--- config.mk ---
export PLATFORM = sky130hd
export DESIGN_NAME = bitport
export DESIGN_NICKNAME = d
export VERILOG_FILES = /design/src/rtl/bitport.sv
export SDC_FILE = /design/constraint.sdc
export NUM_CORES = 1
export LEC_CHECK = 0
export BUFFER_PORTS_ARGS = -buffer_cell sky130_fd_sc_hd__buf_4
export CAP_MARGIN = 10
export CORE_ASPECT_RATIO = 0.75
export CORE_MARGIN = 1.5
export CORE_UTILIZATION = 48
export CTS_CLUSTER_DIAMETER = 200
export CTS_CLUSTER_SIZE = 24
export DETAILED_ROUTE_END_ITERATION = 10
export MAX_ROUTING_LAYER = met4
export PLACE_DENSITY = 0.88
export SETUP_SLACK_MARGIN = 0.05
export SLEW_MARGIN = 20
export SYNTH_ARGS = -nofsm -noshare
export SYNTH_HDL_FRONTEND = slang
export SYNTH_SLANG_ARGS = --single-unit
--- constraint.sdc ---
create_clock -name clk -period 5.3 [get_ports clk]
set_input_delay 0.53 -clock clk [delete_from_list [all_inputs] [get_ports clk]]
set_output_delay 0.53 -clock clk [all_outputs]
set_load 0.005 [all_outputs]
--- src/rtl/bitport.sv ---
module bitport #(
  parameter int unsigned ADDR_W = 16,
  parameter int unsigned NBIT = 8,
  parameter logic [ADDR_W-1:0] IN_BASE = 16'hC000,
  parameter logic [ADDR_W-1:0] OUT_BASE = 16'hC008
) (
  input  logic              clk,
  input  logic              rst,
  input  logic              cs,
  input  logic              we,
  input  logic [ADDR_W-1:0] addr,
  input  logic [7:0]        wdata,
  output logic [7:0]        rdata,
  input  logic [NBIT-1:0]   pins_in,
  output logic [NBIT-1:0]   pins_out
);
  localparam int unsigned SEL_W = $clog2(NBIT);

  logic [NBIT-1:0] meta_q, sync_q, lat_q;
  logic [SEL_W-1:0] sel;
  logic in_hit, out_hit, unused_wdata;

  assign sel     = addr[SEL_W-1:0];
  assign in_hit  = cs && (addr[ADDR_W-1:SEL_W] == IN_BASE[ADDR_W-1:SEL_W]);
  assign out_hit = cs && (addr[ADDR_W-1:SEL_W] == OUT_BASE[ADDR_W-1:SEL_W]);
  assign unused_wdata = ^wdata[7:1];

  always_ff @(posedge clk) begin
    if (rst) begin
      meta_q <= '0;
      sync_q <= '0;
    end else begin
      meta_q <= pins_in;
      sync_q <= meta_q;
    end
  end

  always_ff @(posedge clk) begin
    if (rst)
      lat_q <= '0;
    else if (out_hit && we)
      lat_q[sel] <= wdata[0];
  end

  always_comb begin
    rdata = 8'h00;
    if (in_hit)
      rdata[7] = sync_q[sel];
    else if (out_hit)
      rdata[7] = lat_q[sel];
  end

  assign pins_out = lat_q;
endmodule

# Yosys cells after proc, flatten, opt, wreduce, memory -nomap -nowiden
# Cells that the tools add are included.
# word_totals
ff_bits	24
latch_bits	0
ramBits	0
rom_bits	0
inputBits	36
output_inout_bits	16
wordCells	20
memories	0
# classes
addsub	0
n_mul	0
n_div	0
n_lt_le_gt_ge	2
eq_ne	2
shifts	0
n_mux	9
n_bitwise	0
reduce_logical	4
# op_table
operator	n
== test 13 bit, second input constant	2
bitwise mux 8 bit	1
binary-select mux 1 bit (select 3 bit)	2
two-way mux 1 bit	5
logical AND 1 bit	4
less-than comparator 3 x 4 -> 1 bit, second input constant	1
demux 1 bit (select 3 bit)	1
greater-or-equal comparator 3 x 1 -> 1 bit, second input constant	1

# Longest topological paths before layout
# Gate-level depths: netlist (run 1).
# depth
depth_word	5
depth_mapped	5
depth_no_buf	4

# Least setup slack after synthesis (run 1)
# OpenSTA, ideal clock, no wires.
# synth_path
path_kind	input to output
startpoint	input port addr[6]
endpoint	output port rdata[7]
arrival_ns	1.820
path_slack_ns	2.950
path_stages	3
path_cell_list	or4_4 or4_1 a221oi_1
# synth_via
elab_chain_cells	4
word_cells_on_any_way	6
cone_classes	eq/ne: 2; mux: 2; reduce/logical: 2
# synth_lines
item	line_no	source
start, declared	11	input logic [ADDR_W-1:0] addr,
== test 13 bit	25	assign out_hit = cs && (addr[ADDR_W-1:SEL_W] == OUT_BASE[ADDR_W-1:SEL_W]);
logical AND 1 bit	25	
two-way mux 1 bit	49	else if (out_hit)
two-way mux 1 bit *	47	if (in_hit)
end, declared	13	output logic [7:0] rdata,
# Every way passes the cells marked *; elsewhere a longest branch is shown, timed or not.

# Final worst setup path (run 1)
# Ends and elaborated chain as after synthesis.

==> run_results.csv, run 1 <==
group,metric,value,unit
run_status,status,"finished, violations left",
run_status,violations,"design-rule violations",
pwr,power_frac_clock,0.369,
clocking,holdBufCountCts,0,
worst_setup_path,end_kind,"primary output",
detailed_routing,wirelength,2240,um
timing,rsz0062_at_grt,"false",
yosys,ys_ff_latch,24,
final_layout,fin_area,0.00137,mm^2
pwr,p_leak,0.578,nW
final_layout,fin_util,0.663,
detailed_routing,via_per_inst,5.42,
worst_setup_path,startpoint,"addr[6]",
global_route,antenna_found_initial,0,
floorplan,num_rows,14,
worst_setup_path,critPathKind,"input port to primary output",
floorplan,io-pin-count,52,
worst_setup_path,reg2reg_from,"pins_out[1]",
yosys,synth_cells,117,
worst_setup_path,crit_path_start_kind,"input port",
clocking,numCtsBuffers,3,
detailed_routing,met3WireLength,152,um
timing,relSlewSlack,0.596,
clocking,post-cts-setup-buffers,0,
clocking,cts_resized,0,
clocking,cts_tree,"yes",
pwr,peakVddDrop,207,uV
global_route,grt_pass1_wl,3610,um
timing,period_minus_slack,2.61,ns
final_layout,syn2layout_area_growth,27.6,%
yosys,async_flop_share,0,
job,maxCapViolCount,0,
yosys,seq_area_frac_synth,0.447,
worst_hold_path,min_delay_worst_endpoint,"meta_q[3]",
detailed_routing,num_vias,943,
global_route,grt_usage,0.196,
timing,maxSlewViolCount,0,
worst_setup_path,r2r_slack,4.65,ns
detailed_routing,routed.top_layer,"met4",
yosys,yosysUniqueCellTypes,31,
place,port_buffers,37,
worst_hold_path,hp-class,"input port to flip-flop",
yosys,synth_top_area_frac,0.447,
worst_hold_path,hold_depth,2,
worst_setup_path,cp_data_arrival_time,2.08,ns
yosys,syn-cell-area,0.00107,mm^2
global_route,grt_max_degree,25,
timing,fmax,0.383,GHz
clocking,clock-sinks,24,
pwr,pwr-share-comb,0.111,
timing,hold_ws,0.418,ns
pwr,power.density,262,mW/mm^2
floorplan,initial_utilization,0.520,
final_layout,drive_gt1_frac,0.293,
pwr,power_switching,0.0000755,W
timing,min_period_over_period,0.492,
yosys,yosysMostFrequentCell,"dfxtp_1",
global_route,grt-ovfl-total,0,
yosys,synth_area_per_cell,9.19,um^2
worst_hold_path,min-delay-start,"pins_in[3]",
clocking,clockBufferDepth,2,
worst_setup_path,crit_fanout,3,
yosys,synthFlopType,"dfxtp_1",
timing,tightest_slew,0.601,ns
pwr,pwr-share-seq,0.520,
final_layout,finalNetCount,187,
place,dp_hpwl,1590,um
floorplan,die-area,0.00254,mm^2
final_layout,fillers,181,
detailed_routing,antenna_left,0,
yosys,yosysWarnings,0,
floorplan,die_h,44.0,um
detailed_routing,wl_per_cell,12.9,um
pwr,total_power,0.000359,W
pwr,swShare,0.210,
clocking,path_clk_slew,0.12,ns
final_layout,multi_input_area,515,um^2
worst_setup_path,reg2regPathDepth,2,
floorplan,coreArea,0.00207,mm^2
clocking,htreeDepth,1,
yosys,yosys.area.top_type,"dfxtp_1",
detailed_routing,drt-initial-drc-count,61,
global_route,grt_pass1_vias,814,
final_layout,num_antenna_cells,0,
timing,tns,0,ns
timing,setup_viol,0,
place,routabilityCongestion,0.806,
detailed_routing,drc,9,
yosys,synth.top_cells.by_area,"dfxtp_1 45%, nor2b_1 10%, buf_4 4.9%, a21oi_1 4.2%, mux2i_1 3.7%",
place,postPlaceCellArea,0.00132,mm^2
final_layout,regArea,480,um^2
floorplan,die_w,57.6,um
yosys,synthTopCellsByCount,"24 x dfxtp_1, 18 x nor2b_1, 9 x a21oi_1",
worst_setup_path,worstReg2RegEnd,"pins_out[1]",
timing,hold_violations,0,
timing,fin_worst_skew,0.0130,ns
worst_setup_path,cp_data_required_time,4.77,ns
detailed_routing,wl_met1,941,um
clocking,cts-root-buf,"clkbuf_4",
pwr,power.internal,0.000284,W
yosys,synth_edf_count,0,
detailed_routing,wl_met2,1130,um
clocking,clk_latency,0.32,ns
detailed_routing,dr.pass1.iters,7,
-- metal layers --
| metal | global-route usage | vias to the layer above |
|---|---|---|
| met5 | - | - |
| met4 | 0.0698 | 0 |
| met3 | 0.0746 | 2 |
| met2 | 0.316 | 35 |
| met1 | 0.224 | 436 |
| li1 | - | 470 |
-- critical path, stage by stage --
cell and delay [ns]:
buf_4 0.11, or4_4 0.54, or4_1 0.52, a221oi_1 0.22, buf_4 0.16
-- flip-flops by register name, indices dropped and copies added (netlist names) --
name / flops
pins_out: 8
meta_q: 8
sync_q: 8
-- cell usage in the layout, fill, tap and decap left out, drive strengths merged --
cell,synthesis,layout
a21oi,9,9
a221oi,1,1
a22o,1,1
a22oi,1,1
a311oi,1,1
a31o,1,1
buf,10,37
bufinv,0,1
clkbuf,4,3
conb,1,7
dfxtp,24,24
inv,4,4
mux2i,4,4
nand2,4,4
nand2b,1,1
nand3,2,2
nand3b,1,1
nand4b,4,4
nor2,2,2
nor2b,18,18
nor3,1,1
nor4,1,1
o211a,1,1
o21ai,6,6
o22ai,1,1
o31ai,1,1
o41ai,3,3
or3,5,5
or4,5,5
-- worst max path at each step --
stage,slack [ns],to,cells after the start
3_3_place_gp,2.70,rdata[7],5
4_1_cts,2.70,rdata[7],5
3_5_place_dp,2.70,rdata[7],5
2_1_floorplan,2.95,rdata[7],3
6_report,2.69,rdata[7],5
5_1_grt,2.58,rdata[7],5
-- stage by stage --
stage | worst slack [ns] | std cells
6_report | 2.69 | 174
5_1_grt | 2.58 | 174
4_1_cts | 2.70 | 174
3_5_place_dp | 2.70 | 170
3_3_place_gp | 2.70 | 170
2_1_floorplan | 2.95 | 123
-- area by class of cell --
cell class / instances / area share
Clock buffer: 3 / 0.0164
Timing Repair Buffer: 37 / 0.203
Multi-Input combinational cell: 81 / 0.376
Tap cell: 24 / 0.0219
Clock inverter: 1 / 0.0219
Sequential cell: 24 / 0.350
Inverter: 4 / 0.0109
-- power by group through the flow --
stage,Sequential [W],Combinational [W],Clock (W)
global placement,0.000191,0.0000374,0
detailed placement,0.000191,0.0000392,0
CTS,0.000187,0.0000395,0.000134
global route,0.000188,0.0000437,0.000144
floorplan,0.000191,0.0000229,0
finish,0.000187,0.0000398,0.000133
-- cell families (layout without fill, tap and decap cells) --
logic type	count (synthesis)	count (layout)	synth area share
buffers and inverters	18	45	0.0943
AOI/OAI and AO/OA	26	26	0.156
muxes	4	4	0.0373
and+or+nand+nor	44	44	0.262
other	1	7	0.00349
DFF	24	24	0.447
Note: power is estimated with default switching activity, not from simulation.
==> inputs of run 2 (changes only) <==
--- a/config.mk
+++ b/config.mk
@@ -9,12 +9,12 @@
 export CAP_MARGIN = 10
 export CORE_ASPECT_RATIO = 0.75
 export CORE_MARGIN = 1.5
-export CORE_UTILIZATION = 48
+export CORE_UTILIZATION = 45
 export CTS_CLUSTER_DIAMETER = 200
 export CTS_CLUSTER_SIZE = 24
 export DETAILED_ROUTE_END_ITERATION = 10
 export MAX_ROUTING_LAYER = met4
-export PLACE_DENSITY = 0.88
+export PLACE_DENSITY = 0.83
 export SETUP_SLACK_MARGIN = 0.05
 export SLEW_MARGIN = 20
 export SYNTH_ARGS = -nofsm -noshare
==> constraint.sdc (replaced) <==
create_clock -name clk -period 2.5 [get_ports clk]
set_input_delay 0.25 -clock clk [delete_from_list [all_inputs] [get_ports clk]]
set_output_delay 0.25 -clock clk [all_outputs]
set_load 0.005 [all_outputs]
==> run 2 against run 1 <==
Against the previous run:
- the flow now finishes without violations
- sequential cell count did not move
- register-to-register slack lost 2.9 ns
- utilization is 5.4 points lower
- global-route usage fell by 1.6 points
- power grew 110%
==> run_results.csv, run 2 (synthesized netlist as in run 1, its figures left out) <==
group,metric,value,unit
run_status,status,"finished, final reports clean",
detailed_routing,drt-initial-drc-count,56,
floorplan,num_rows,15,
pwr,power.density,548,mW/mm^2
clocking,cts_tree,"yes",
worst_setup_path,critPathKind,"input port to primary output",
timing,rsz0062_at_grt,"false",
worst_setup_path,crit_fanout,3,
detailed_routing,wl_per_cell,12.3,um
floorplan,coreArea,0.00227,mm^2
clocking,post-cts-setup-buffers,0,
floorplan,io-pin-count,52,
pwr,peakVddDrop,303,uV
timing,fin_worst_skew,0.0102,ns
detailed_routing,antenna_left,0,
final_layout,final_common_cell,"buf_4",
worst_hold_path,hp-class,"input port to flip-flop",
floorplan,die-area,0.00269,mm^2
global_route,grt-ovfl-total,0,
timing,maxSlewViolCount,0,
detailed_routing,via_per_inst,5.24,
clocking,numCtsBuffers,3,
timing,min_period_over_period,0.852,
timing,layout_setup_ws,0.371,ns
clocking,cts-root-buf,"clkbuf_4",
job,maxCapViolCount,0,
detailed_routing,num_vias,964,
global_route,grt_usage,0.180,
place,port_buffers,37,
place,routabilityCongestion,0.829,
timing,period_minus_slack,2.13,ns
worst_setup_path,crit_path_start_kind,"input port",
detailed_routing,wirelength,2260,um
timing,tightest_slew,0.540,ns
timing,hold_violations,0,
final_layout,final_cell_mix,"37 x buf_4, 24 x dfxtp_1, 18 x nor2b_1",
floorplan,initial_utilization,0.473,
global_route,antenna_found_initial,0,
pwr,p_leak,0.578,nW
detailed_routing,drc,0,
final_layout,finalNetCount,187,
global_route,grt_pass1_wl,3530,um
timing,fmax,0.470,GHz
timing,relSlewSlack,0.637,
final_layout,fin_area,0.00138,mm^2
final_layout,syn2layout_area_growth,28.8,%
place,dp_hpwl,1710,um
global_route,grt_max_degree,25,
final_layout,drive_gt1_frac,0.293,
final_layout,num_antenna_cells,0,
clocking,clock-sinks,24,
place,place_ws,0.301,ns
timing,tns,0,ns
timing,setup_viol,0,
floorplan,die_h,45.3,um
clocking,htreeDepth,1,
global_route,grt_pass1_vias,861,
floorplan,die_w,59.4,um
clocking,clk_latency,0.32,ns
clocking,clockBufferDepth,2,
place,postPlaceCellArea,0.00133,mm^2
detailed_routing,dr.pass1.iters,4,
clocking,cts_resized,0,
clocking,holdBufCountCts,0,
worst_setup_path,cp_data_arrival_time,1.88,ns
worst_setup_path,cp_data_required_time,2.25,ns
worst_setup_path,end_kind,"primary output",
clocking,path_clk_slew,0.12,ns
[run 2: cell counts in the layout (fill, tap and decap cells not counted)]
Identical to the previous run, type by type.
[run 2: worst paths after layout]
kind                                  start     endpoint  slack [ns]  depth (start not counted)
worst min register to register    meta_q[2]    sync_q[2]        0.44                          1
worst min-delay path             pins_in[0]    meta_q[0]        0.14                          2
worst max-delay path                addr[6]     rdata[7]        0.37                          5
worst max register to register  pins_out[6]  pins_out[6]        1.80                          2
[run 2: final cells by class]
class                      count  area, um^2
sequential                    24         480
inverter                       4        15.0
timing repair buffer          37         278
clock buffer                   3        22.5
fill                         209         887
clock inverter                 1        30.0
tap                           34        42.5
multi-input combinational     81         515
[run 2: critical path, cell delays in order]
cell and delay, ns:
buf_4 0.11, or4_4 0.54, or4_1 0.54, a221oi_1 0.27
buf_4 0.17
[run 2: metrics by stage]
step	cells	power, W	utilization	hold slack, ns
3_3_place_gp	180	0.000485	0.586	0.419
2_1_floorplan	123	0.000453	-	0.322
6_report	184	0.000759	0.609	0.139
3_5_place_dp	180	0.000489	0.586	0.421
5_1_grt	184	0.000792	0.609	0.121
4_1_cts	184	0.000765	0.609	0.136
[run 2: where the power goes]
group | total, W | switching, W | internal, W
sequential | 0.000397 | 0.00000236 | 0.000394
clock | 0.000278 | 0.000116 | 0.000162
combinational | 0.0000840 | 0.0000387 | 0.0000453
total | 0.000759 | 0.000157 | 0.000602
[run 2: layer usage]
metal,GRT usage,wire (um),up-vias
li1,-,-,471
met1,0.189,871,440
met2,0.321,1160,51
met3,0.0774,217,2
met4,0.0318,8,0
met5,-,0,-
